==> config.mk <==
export PLATFORM = sky130hd
export DESIGN_NAME = dummy_insert_seq
export DESIGN_NICKNAME = d
export VERILOG_FILES = /design/src/rtl/dci_pkg.sv /design/src/rtl/dci_byte_index.sv /design/src/rtl/dci_cell_plan.sv /design/src/rtl/dummy_insert_seq.sv
export SDC_FILE = /design/constraint.sdc
export NUM_CORES = 1
export LEC_CHECK = 0
export ABC_AREA = 1
export ABC_CLOCK_PERIOD_IN_PS = 2900
export BUFFER_PORTS_ARGS = -buffer_cell sky130_fd_sc_hd__buf_2
export CAP_MARGIN = 20
export CORE_ASPECT_RATIO = 1.75
export CORE_MARGIN = 2
export CORE_UTILIZATION = 35
export DETAILED_ROUTE_END_ITERATION = 12
export PLACE_DENSITY_LB_ADDON = 0.25
export SYNTH_ARGS = -nofsm -noshare
export SYNTH_HDL_FRONTEND = slang
export SYNTH_SLANG_ARGS = --single-unit
==> constraint.sdc <==
create_clock -name clk -period 2.9 [get_ports clk]
set_input_delay 0.29 -clock clk [delete_from_list [all_inputs] [get_ports clk]]
set_output_delay 0.29 -clock clk [all_outputs]
set_load 0.02 [all_outputs]
==> src/rtl/dci_pkg.sv <==
package dci_pkg;

  typedef enum logic [1:0] {
    ST_IDLE  = 2'd0,
    ST_DUMMY = 2'd1,
    ST_PASS  = 2'd2
  } seq_state_e;

  // Number of filler blocks to place ahead of one received cell.
  function automatic int dummy_count(int lost, bit sync, bit all,
                                     int cap, int max_lost);
    int n;
    n = (lost > max_lost) ? max_lost : lost;
    if (sync)            return 0;
    if (all)             return n;
    return (n > cap) ? cap : n;
  endfunction

endpackage

==> src/rtl/dci_byte_index.sv <==
module dci_byte_index #(
  parameter int BLOCK_BYTES = 47,
  localparam int IW = $clog2(BLOCK_BYTES)
) (
  input  logic          clk,
  input  logic          rst_n,
  input  logic          step,
  output logic [IW-1:0] idx,
  output logic          at_first,
  output logic          at_last
);

  assign at_first = (idx == '0);
  assign at_last  = (idx == IW'(BLOCK_BYTES - 1));

  always_ff @(posedge clk or negedge rst_n) begin
    if (!rst_n)       idx <= '0;
    else if (step)    idx <= at_last ? '0 : idx + 1'b1;
  end


  idx_in_block_chk: assert property (@(posedge clk) disable iff (!rst_n)
    idx <= IW'(BLOCK_BYTES - 1));

endmodule

==> src/rtl/dci_cell_plan.sv <==
module dci_cell_plan #(
  parameter int MAX_LOST = 7,
  parameter int CAP      = 2,
  localparam int LW      = $clog2(MAX_LOST + 1)
) (
  input  logic [LW-1:0] lost,
  input  logic          sync,
  input  logic          all,
  output logic [LW-1:0] n_dummy
);

  always_comb
    n_dummy = LW'(dci_pkg::dummy_count(int'(lost), sync, all, CAP, MAX_LOST));

endmodule

==> src/rtl/dummy_insert_seq.sv <==
module dummy_insert_seq #(
  parameter int BLOCK_BYTES = 47,
  parameter int MAX_LOST    = 7,
  parameter int CAP         = 2,
  parameter int DW          = 8,
  localparam int LW         = $clog2(MAX_LOST + 1)
) (
  input  logic          clk,
  input  logic          rst_n,
  input  logic          in_valid,
  output logic          in_ready,
  input  logic [DW-1:0] in_data,
  input  logic [LW-1:0] lost_cnt,
  input  logic          in_sync,
  input  logic          insert_all,
  input  logic [DW-1:0] fill_byte,
  output logic          out_valid,
  input  logic          out_ready,
  output logic [DW-1:0] out_data,
  output logic          out_sob,
  output logic          out_eob,
  output logic          out_dummy
);
  import dci_pkg::*;

  seq_state_e    state;
  logic [LW-1:0] rem;
  logic [DW-1:0] fill_q;
  logic [LW-1:0] n_dummy;
  logic [LW:0]   dummy_blocks;
  logic          at_first, at_last;

  // Named events
  logic start_evt, xfer, blk_done;
  assign start_evt = (state == ST_IDLE) && in_valid;
  assign xfer      = out_valid && out_ready;
  assign blk_done  = xfer && at_last;

  dci_cell_plan #(.MAX_LOST(MAX_LOST), .CAP(CAP)) u_plan (
    .lost(lost_cnt), .sync(in_sync), .all(insert_all), .n_dummy(n_dummy));

  dci_byte_index #(.BLOCK_BYTES(BLOCK_BYTES)) u_idx (
    .clk(clk), .rst_n(rst_n), .step(xfer),
    .idx(), .at_first(at_first), .at_last(at_last));

  always_comb begin
    out_valid = 1'b0;
    out_data  = '0;
    out_dummy = 1'b0;
    in_ready  = 1'b0;
    unique case (state)
      ST_DUMMY: begin
        out_valid = 1'b1;
        out_data  = fill_q;
        out_dummy = 1'b1;
      end
      ST_PASS: begin
        out_valid = in_valid;
        out_data  = in_data;
        in_ready  = out_ready;
      end
      default: ;
    endcase
    out_sob = out_valid && at_first;
    out_eob = out_valid && at_last;
  end

  always_ff @(posedge clk or negedge rst_n) begin
    if (!rst_n) begin
      state  <= ST_IDLE;
      rem    <= '0;
      fill_q <= '0;
    end else begin
      unique case (state)
        ST_IDLE: if (start_evt) begin
          rem    <= n_dummy;
          fill_q <= fill_byte;
          state  <= (n_dummy == '0) ? ST_PASS : ST_DUMMY;
        end
        ST_DUMMY: if (blk_done) begin
          rem <= rem - 1'b1;
          if (rem == LW'(1)) state <= ST_PASS;
        end
        ST_PASS: if (blk_done) state <= ST_IDLE;
        default: state <= ST_IDLE;
      endcase
    end
  end

  // Filler blocks emitted for the current cell
  always_ff @(posedge clk or negedge rst_n) begin
    if (!rst_n)                              dummy_blocks <= '0;
    else if (blk_done && state == ST_PASS)   dummy_blocks <= '0;
    else if (blk_done && state == ST_DUMMY)  dummy_blocks <= dummy_blocks + 1'b1;
  end


  stall_on_dummy_chk: assert property (@(posedge clk) disable iff (!rst_n)
    (out_valid && out_dummy) |-> !in_ready);


  hold_when_blocked_chk: assert property (@(posedge clk) disable iff (!rst_n)
    (out_valid && !out_ready && out_dummy) |=>
      (out_valid && out_dummy && $stable(out_data) && $stable(out_sob) && $stable(out_eob)));


  sob_after_eob_chk: assert property (@(posedge clk) disable iff (!rst_n)
    (xfer && out_eob && out_dummy) |=> (!out_valid || out_sob));


  dummy_limit_chk: assert property (@(posedge clk) disable iff (!rst_n)
    dummy_blocks <= (LW+1)'(MAX_LOST));


  sync_no_dummy_chk: assert property (@(posedge clk) disable iff (!rst_n)
    (start_evt && in_sync) |=> (state == ST_PASS));


  cap_respected_chk: assert property (@(posedge clk) disable iff (!rst_n)
    (start_evt && !insert_all) |=> (state != ST_DUMMY || rem <= LW'(CAP)));

endmodule

== Word-level counts from Yosys, hierarchy flattened ==
Cells that the tools add are included.

* Add/sub/neg operators: 2
* $lt $le $gt $ge: 1
* Eq/ne operators: 8
* Muxes and demuxes: 21
* Reduce and logical (&&, ||, !) cells: 12

{| class="wikitable"
|+ Operators by type and width
! cell !! count
|-
| 3-bit two-way mux || 6
|-
| 8-bit one-hot mux with 2 select lines || 1
|-
| 2-bit two-way mux || 5
|-
| 2-bit inequality test, second input constant || 4
|-
| 6-bit by 1-bit adder with 6-bit output, second input constant || 1
|-
| 6-bit == test, second input constant || 1
|-
| 6-bit zero test || 1
|-
| 6-bit two-way mux || 1
|-
| 2-bit one-hot mux with 3 select lines || 1
|-
| 3-bit one-hot mux with 2 select lines || 1
|-
| 1-bit logical AND || 5
|-
| 1-bit two-way mux || 5
|-
| 4-bit AND reduction || 1
|-
| 3-bit by 1-bit == test with 1-bit output, second input constant || 1
|-
| 3-bit by 2-bit > comparator with 1-bit output, second input constant || 1
|-
| 3-bit zero test || 1
|-
| 3-bit AND reduction || 1
|-
| 3-bit by 1-bit subtractor with 3-bit output, second input constant || 1
|-
| 2-bit by 1-bit == test with 1-bit output, second input constant || 1
|-
| 2-bit == test, second input constant || 1
|-
| 2-bit zero test || 1
|-
| 1-bit one-hot mux with 2 select lines || 1
|-
| 2-bit AND reduction || 1
|-
| 2-bit nonzero test || 1
|}

* Register bits after elaboration: 19
* Input port bits: 25
* Output and inout port bits: 13

== Logic depth before layout (Yosys ltp) ==
Gate-level depths: netlist of run 1.

* Depth in word-level cells: 8
* Mapped depth: 10
* Mapped depth without buffers: 9

== Hierarchy ==
From an unflattened synthesis of run 1, not the netlist that was laid out.

* Cells, all modules: 171
* Area total of the unflattened synthesis: 1256.2 µm²

{| class="wikitable"
|+ By module, submodules not included
! module !! times used !! cells each !! area each (µm²) !! seq. area each (µm²)
|-
| dummy_insert_seq || 1 || 108 || 838.3 || 325.3
|-
| dci_byte_index || 1 || 52 || 375.4 || 150.1
|-
| dci_cell_plan || 1 || 11 || 42.5 || 0.0
|}

== Worst setup path before layout of run 1 ==
Ideal clock, no wire load.

* Path type: register -> output
* From: reg state[1]
* To: out out_sob
* Arrival time: 1.663 ns
* Data required time: 2.610 ns
* Setup slack: 0.947 ns
* Stages on the path, launching flop included: 7
* Buffers on the path: 0
* Cell sequence: dfrtp_1 -> inv_1 -> ha_1 -> inv_2 -> nand2_2 -> nand2_1 -> nor4_1

* Cells in the longest elaborated chain, start to end: 3

{| class="wikitable"
|+ RTL lines
! element !! RTL line !! source
|-
| from (decl) || dummy_insert_seq.sv:26 || <nowiki>seq_state_e state;</nowiki>
|-
| from (signal assigned) || dummy_insert_seq.sv:78 || <nowiki>state <= (n_dummy == '0) ? ST_PASS : ST_DUMMY;</nowiki>
|-
| 2-bit == test / 2-bit by 1-bit == test with 1-bit output (equally long branches) || dummy_insert_seq.sv:51 || <nowiki>unique case (state)</nowiki>
|-
| 1-bit one-hot mux with 2 select lines * || dummy_insert_seq.sv:51 ||
|-
| 1-bit logical AND * || dummy_insert_seq.sv:64 || <nowiki>out_sob = out_valid && at_first;</nowiki>
|-
| to (decl) || dummy_insert_seq.sv:20 || <nowiki>output logic out_sob,</nowiki>
|}

Mark *: on every way between the ends. The rest lies on a longest branch, timed or not.

== Worst setup path in the final report of run 1 ==
Same ends and word-level chain as after synthesis.

==> key figures, run 1 <==
Logic synthesis
  • Mapped Area: 1270 um^2
  • Syn_area_per_cell: ~7.7 um^2
  • Cell taking the most area after synthesis: dfrtp_1
  • Most numerous cell in the Yosys netlist: nand2_1
  • Synth cell count leaders: nand2_1, inv_1, dfrtp_1
  • Post-synth top area share: 37.4%
  • Top FF cell, synth: dfrtp_1
  • Syn Inst Count: 165
  • #FFs+latches synth: 19
  • Yosys warns: 0
  • Synth top area cells: dfrtp_1, nand2_1, ha_1
  • EDFF count, synth: 0
  • Ys async rst share: 100%
  • Syn nets: about 200
  • Cell variety after synth: 25
  • Post-synthesis sequential area ratio: a little under two fifths

Setup path
  • Worst Path Max Fanout: 15
  • Reg-to-Reg Start: state[1]$_DFFE_PN0P_
  • Critical path type: flip-flop to output pin
  • Worst path arrival time: around 1.9 ns
  • Crit. End Element: output pin
  • R2R depth: 9
  • Required time of the critical path: 2.61 ns
  • R2R Setup Slk: 0.99 ns
  • Reg-to-reg endpoint: rem[2]$_DFFE_PN0P_
  • Setup crit start kind: flip-flop

Layout
  • Antenna diodes: 0
  • Final Util: 43.6%
  • Post-layout net count: 238
  • Share of cells above drive strength 1: 27.9%
  • Area Overhead vs Synth: 21.9%
  • Fin area: 1550 um^2
  • Post-Layout Cell Count: 250

Clock network
  • CTS sink cnt: 19
  • Clock Path Buffers: 2
  • Register clock-pin slew on the reported worst setup and hold paths: 0.07 ns
  • CTS tree: yes
  • H-tree Lvls: 1
  • Post-CTS setup buffers: 0
  • Clk_lat worst skew: 0.25 ns
  • CTS buffer count: 3
  • Clock Tree Root: clkbuf_8

Timing
  • Final clock skew: roughly 0.0046 ns
  • Slew Viols, Final: 0
  • Final hold vios: 0
  • RSZ-0062 raised after global routing: no
  • Final Cycle Share: between 70 and 80%
  • FMAX: 0.463 GHz
  • Final setup viols: 0
  • Slew of the pin with the lowest slew margin: 0.501 ns
  • Setup TNS: 0 ns
  • Slew margin rel.: 66.6%
  • Final min period: approximately 2.2 ns

Min path
  • Min-Delay Path Class: input port to flip-flop
  • WHS Endpoint: fill_q[5]$_DFFE_PN0P_
  • HP Start: fill_byte[5]
  • Hold Path Depth: 2

Die
  • FP Rows: 29
  • Die width: 49.6 um
  • Die height: 83.8 um
  • Core outline area: 3560 um^2
  • # IOs: 38
  • Die ar.: between 4000 and 5000 um^2
  • Initial Util: a little over a third

Place
  • Post-placement cell area: about 1500 um^2
  • Final HPWL from detailed placement: 2340 um
  • Placed Instances: 245
  • Final GP Congestion: approximately 0.79
  • # port buffers: 37

Routing
  • Detailed-route DRC error count: 0
  • DR vias: about 1200
  • Routed Antenna Nets: 0
  • Avg WL per Cell: between 10 and 15 um
  • Wirelength, routed: 2790 um
  • Vias per cell: 4.62
  • DRT iter0 DRCs: 10
  • DRT Pass-1 Iters: 4

Job
  • Max_cap viols: 0

Global routing
  • Largest net degree at the start of global routing: 20
  • Total grt overflow: 0
  • Vias in the first global route: between 1000 and 1500
  • Initial antenna violation count: 0
  • Tot GR Track Use: 14.9%
  • Global-route wire length before repair: 4860 um

Power and ir drop
  • Peak supply drop: roughly 0.00046 V
  • Post-route total power: 1.37 mW
  • Leakage power: 0.842 nW
  • Pwr/cell area: 882 nW/um^2

Run status
  • Outcome: completed
cell type report:
class | count | area, um^2
multi-input cells | 121 | 694
clock inverters | 1 | 5.00
inverters | 22 | 82.6
fillers | 415 | 2000
flip-flops and latches | 19 | 475
well taps | 46 | 57.6
clock buffers | 3 | 41.3
repair buffers | 38 | 195
cell usage in the layout, fill, tap and decap left out, drive strengths merged:
| cell type | Yosys | routed |
|---|---|---|
| buf | 2 | 37 |
| clkbuf | 1 | 3 |
| nor3 | 2 | 2 |
| dfrtp | 19 | 19 |
| nand2 | 51 | 51 |
| o21bai | 2 | 2 |
| ha | 8 | 8 |
| nor4 | 1 | 1 |
| xor2 | 1 | 1 |
| a21oi | 11 | 11 |
| nand3 | 12 | 12 |
| inv | 22 | 22 |
| o31ai | 1 | 1 |
| nor2 | 14 | 14 |
| dlygate4sd3 | 0 | 1 |
| o21ai | 8 | 8 |
| xnor2 | 1 | 1 |
| clkinv | 0 | 1 |
| mux2 | 8 | 8 |
| nand4 | 1 | 1 |
metal layers:
layer  routed length, um  global-route usage, %  share of wire, %  vias to the layer above
li1                    -                      -                 -                      603
met1                1020                   15.3                37                      526
met2                1630                   29.2                58                       23
met3                 103                   2.51               3.7                        4
met4                  34                   4.55               1.2                        0
met5                   0                      0                 0                        -
how the worst max path moves through the flow:
stage / from / endpoint / slack, ns / cells after the start
2_1_floorplan: state[1]$_DFFE_PN0P_ / out_sob / 0.95 / 6
3_3_place_gp: state[1]$_DFFE_PN0P_ / out_sob / 1.02 / 7
3_5_place_dp: state[1]$_DFFE_PN0P_ / rem[2]$_DFFE_PN0P_ / 0.99 / 9
4_1_cts: state[1]$_DFFE_PN0P_ / out_sob / 0.73 / 7
5_1_grt: state[1]$_DFFE_PN0P_ / out_sob / 0.46 / 7
6_report: state[1]$_DFFE_PN0P_ / out_sob / 0.74 / 7
critical path: stages, from the launching register on:
cell and delay [ns]:
dfrtp_1 0.39, inv_1 0.08, ha_1 0.47, inv_2 0.11
nand2_2 0.10, nand2_1 0.09, nor4_1 0.16, buf_2 0.21
kinds of logic (layout without fill, tap and decap cells):
group                      count (synthesis)  after routing  synth area share, %
muxes                                      8              8                 7.08
buffers and inverters                     25             64                 8.06
and+or+nand+nor                           81             81                 27.2
xor gates and xnor gates                   2              2                 1.38
AOI/OAI and AO/OA                         22             22                 11.0
adders and majority gates                  8              8                 7.87
DFF                                       19             19                 37.4
what timing repair did:
action / 4_1_cts / 5_1_grt
hold endpoints to repair: 19 / 0
hold buffers: 1 / 0
resized for setup: 0 / 0
report_power, final:
group          total, mW  internal (mW)  switching (mW)  leakage [nW]
registers          0.463          0.381          0.0814         0.233
clock network      0.180         0.0954          0.0849        0.0255
logic              0.726          0.286           0.440         0.584
total               1.37          0.762           0.607         0.842
state kept, by name (all words and copies together) (netlist names):
| name | cells |
|---|---|
| fill_q | 8 |
| state | 2 |
| rem | 3 |
| u_idx.idx | 6 |
per-stage QoR:
stage / setup slack, ns / hold slack (ns)
2_1_floorplan: 0.947 / -0.00559
3_3_place_gp: 1.02 / 0.260
3_5_place_dp: 0.986 / 0.258
4_1_cts: 0.727 / 0.253
5_1_grt: 0.465 / 0.259
6_report: 0.739 / 0.261
Note: power is estimated with default switching activity, not from simulation.
==> run 2, diff against run 1 <==
--- a/config.mk
+++ b/config.mk
@@ -5,8 +5,8 @@
 export SDC_FILE = /design/constraint.sdc
 export NUM_CORES = 1
 export LEC_CHECK = 0
-export ABC_AREA = 1
-export ABC_CLOCK_PERIOD_IN_PS = 2900
+export ABC_AREA = 0
+export ABC_CLOCK_PERIOD_IN_PS = 1950
 export BUFFER_PORTS_ARGS = -buffer_cell sky130_fd_sc_hd__buf_2
 export CAP_MARGIN = 20
 export CORE_ASPECT_RATIO = 1.75
==> constraint.sdc (replaced) <==
create_clock -name clk -period 1.95 [get_ports clk]
set_input_delay 0.195 -clock clk [delete_from_list [all_inputs] [get_ports clk]]
set_output_delay 0.195 -clock clk [all_outputs]
set_load 0.02 [all_outputs]
==> key figures, run 2 <==
Logic synthesis
  • Top FF cell, synth: dfrtp_1
  • Syn Inst Count: 126
  • Yosys warns: 0
  • EDFF count, synth: 0
  • Most numerous cell in the Yosys netlist: dfrtp_1
  • Syn_area_per_cell: between 9 and 10 um^2
  • Cell taking the most area after synthesis: dfrtp_1
  • Cell variety after synth: 30
  • #FFs+latches synth: 19
  • Synth top area cells: dfrtp_1, mux2_2, ha_1
  • Post-synth top area share: 38.8%
  • Synth cell count leaders: dfrtp_1, inv_1, mux2_2
  • Syn nets: 159
  • Ys async rst share: 100%
  • Post-synthesis sequential area ratio: 38.8%
  • Mapped Area: 1220 um^2

Min path
  • Hold Path Depth: 2
  • Min-Delay Path Class: input port to flip-flop

Timing
  • Setup TNS: 0 ns
  • Final hold vios: 0
  • RSZ-0062 raised after global routing: no
  • Final min period: 1.90 ns
  • Final clock skew: 0.00206 ns
  • Final setup viols: 0
  • Slew of the pin with the lowest slew margin: 0.460 ns
  • Setup ws final: 0.0527 ns
  • Slew Viols, Final: 0
  • Final Cycle Share: 97.3%
  • Slew margin rel.: ~70%
  • FMAX: between 0.5 and 0.6 GHz

Layout
  • Most frequent cells in the layout: buf_2, dfrtp_1, mux2_2
  • Largest registers: fill_q: 8 flops, u_idx.idx: 6 flops, rem: 3 flops
  • Share of cells above drive strength 1: 39.4%
  • Post-layout net count: between 200 and 250
  • Max FFs per register: 8
  • Area Overhead vs Synth: 31.0%
  • Most common cell after layout, fill and taps aside: buf_2
  • Antenna diodes: 0
  • Largest reg by FF count: fill_q
  • Fillers: 369

Setup path
  • Critical path type: flip-flop to output pin
  • Crit. End Element: output pin
  • R2R Setup Slk: 0.13 ns
  • Reg-to-reg endpoint: rem[0]$_DFFE_PN0P_
  • Reg-to-Reg Start: state[0]$_DFFE_PN0P_
  • Required time of the critical path: 1.75 ns
  • Setup crit start kind: flip-flop
  • Critical Path Start: state[0]$_DFFE_PN0P_
  • Worst Path Max Fanout: 11
  • Worst path arrival time: 1.70 ns
  • R2R depth: 7
  • Worst setup endpoint: out_sob

Die
  • Die width: between 40 and 50 um
  • # IOs: 38
  • Initial Util: 36.4%
  • Die ar.: 4010 um^2
  • Die height: 82.3 um
  • Core outline area: 3360 um^2
  • FP Rows: 28

Routing
  • Wirelength, routed: 3100 um
  • DRT iter0 DRCs: 21
  • Routed Antenna Nets: 0
  • Avg WL per Cell: 14.1 um
  • Vias per cell: 5.16
  • Detailed-route DRC error count: 0
  • DRT Pass-1 Iters: 4
  • DR vias: 1135

Place
  • Final HPWL from detailed placement: 2420 um
  • Pre-CTS setup slack: 0.0463 ns
  • Final GP Congestion: between 0.8 and 0.9
  • # port buffers: 37

Global routing
  • Vias in the first global route: 1196
  • Grt met1 use: 16.8%
  • Gr busiest metal: met2
  • GRT met3 Usage: 2.34%
  • Global-route wire length before repair: between 5000 and 6000 um
  • Initial antenna violation count: 0
  • M2 GR Usage: about 33%
  • Total grt overflow: 0
  • Largest net degree at the start of global routing: 20
  • Tot GR Track Use: 16.7%

Clock network
  • Clock Tree Root: clkbuf_8
  • Clock Path Buffers: 2
  • Clk_lat worst skew: around 0.26 ns
  • H-tree Lvls: 1
  • Register clock-pin slew on the reported worst setup and hold paths: 0.08 ns
  • CTS tree: yes
  • CTS sink cnt: 19
  • CTS buffer count: 3

Power and ir drop
  • Leakage power: 0.790 nW
  • Peak supply drop: 0.000722 V
  • Pwr/cell area: roughly 1400 nW/um^2

Run status
  • Outcome: completed

Job
  • Max_cap viols: 0
==> run 2: cell type report <==
| class | instances | area [um^2] | area share, % |
|---|---|---|---|
| Sequential cell | 19 | 475 | 29.6 |
| Multi-Input combinational cell | 94 | 708 | 44.1 |
| Clock buffer | 3 | 41.3 | 2.57 |
| Timing Repair Buffer | 48 | 280 | 17.5 |
| Inverter | 10 | 37.5 | 2.34 |
| Tap cell | 45 | 56.3 | 3.51 |
| Clock inverter | 1 | 5.00 | 0.312 |
==> run 2: worst min path at each step <==
stage | start | endpoint | slack (ns)
after floorplan | rst_n | fill_q[0]$_DFFE_PN0P_ | -0.10
after global placement | rst_n | rem[2]$_DFFE_PN0P_ | 0.17
after detailed placement | rst_n | rem[1]$_DFFE_PN0P_ | 0.17
after CTS | fill_byte[7] | fill_q[7]$_DFFE_PN0P_ | 0.16
after global routing | fill_byte[2] | fill_q[2]$_DFFE_PN0P_ | 0.16
final | fill_byte[7] | fill_q[7]$_DFFE_PN0P_ | 0.16
==> run 2: logic make-up (layout without fill, tap and decap cells) <==
kind of cell    Yosys count  after routing  synth area share, %
simple gates             41             41                 19.2
flops                    19             19                 38.8
compound gates           32             32                 18.0
fa+ha+maj                 8              8                 8.17
buf+inv                  13             62                 3.98
mux                      13             13                 11.8
==> run 2: timing repair <==
item                       CTS  global route
cloned                       0             0
pin swaps                    0             1
hold endpoints to repair    19             0
setup endpoints to repair    2             3
hold buffers                 1             0
buffers inserted             1             3
resized for setup            4             4
==> run 2: worst max-delay path, stage by stage (launching register included) <==
cell and delay [ns]:
dfrtp_1 0.39, inv_2 0.06, ha_2 0.19, buf_6 0.14, a21o_1 0.19, and2_4 0.16
and3_1 0.16, buf_4 0.15
==> run 2: report_power, final <==
part,internal [mW],total (mW),leakage (nW),switching (mW)
clock,0.143,0.287,0.0255,0.144
combinational,0.594,1.25,0.539,0.657
sequential,0.577,0.743,0.225,0.166
==> run 2: per-layer routing <==
metal	vias to the layer above	share of wire [%]
met2	27	58
met3	6	3.3
met1	552	37
met5	-	0
met4	0	2.0
li1	550	-
==> run 2: metrics by stage <==
stage	utilization (%)	hold slack [ns]	power, mW	cell area [um^2]	cells
after floorplan	-	-0.101	1.55	1220	126
after global placement	44.6	0.169	1.87	1500	211
after detailed placement	44.6	0.170	1.94	1500	211
after CTS	46.8	0.155	2.26	1570	217
after global routing	47.7	0.155	2.47	1600	220
final	47.7	0.158	2.28	1600	220
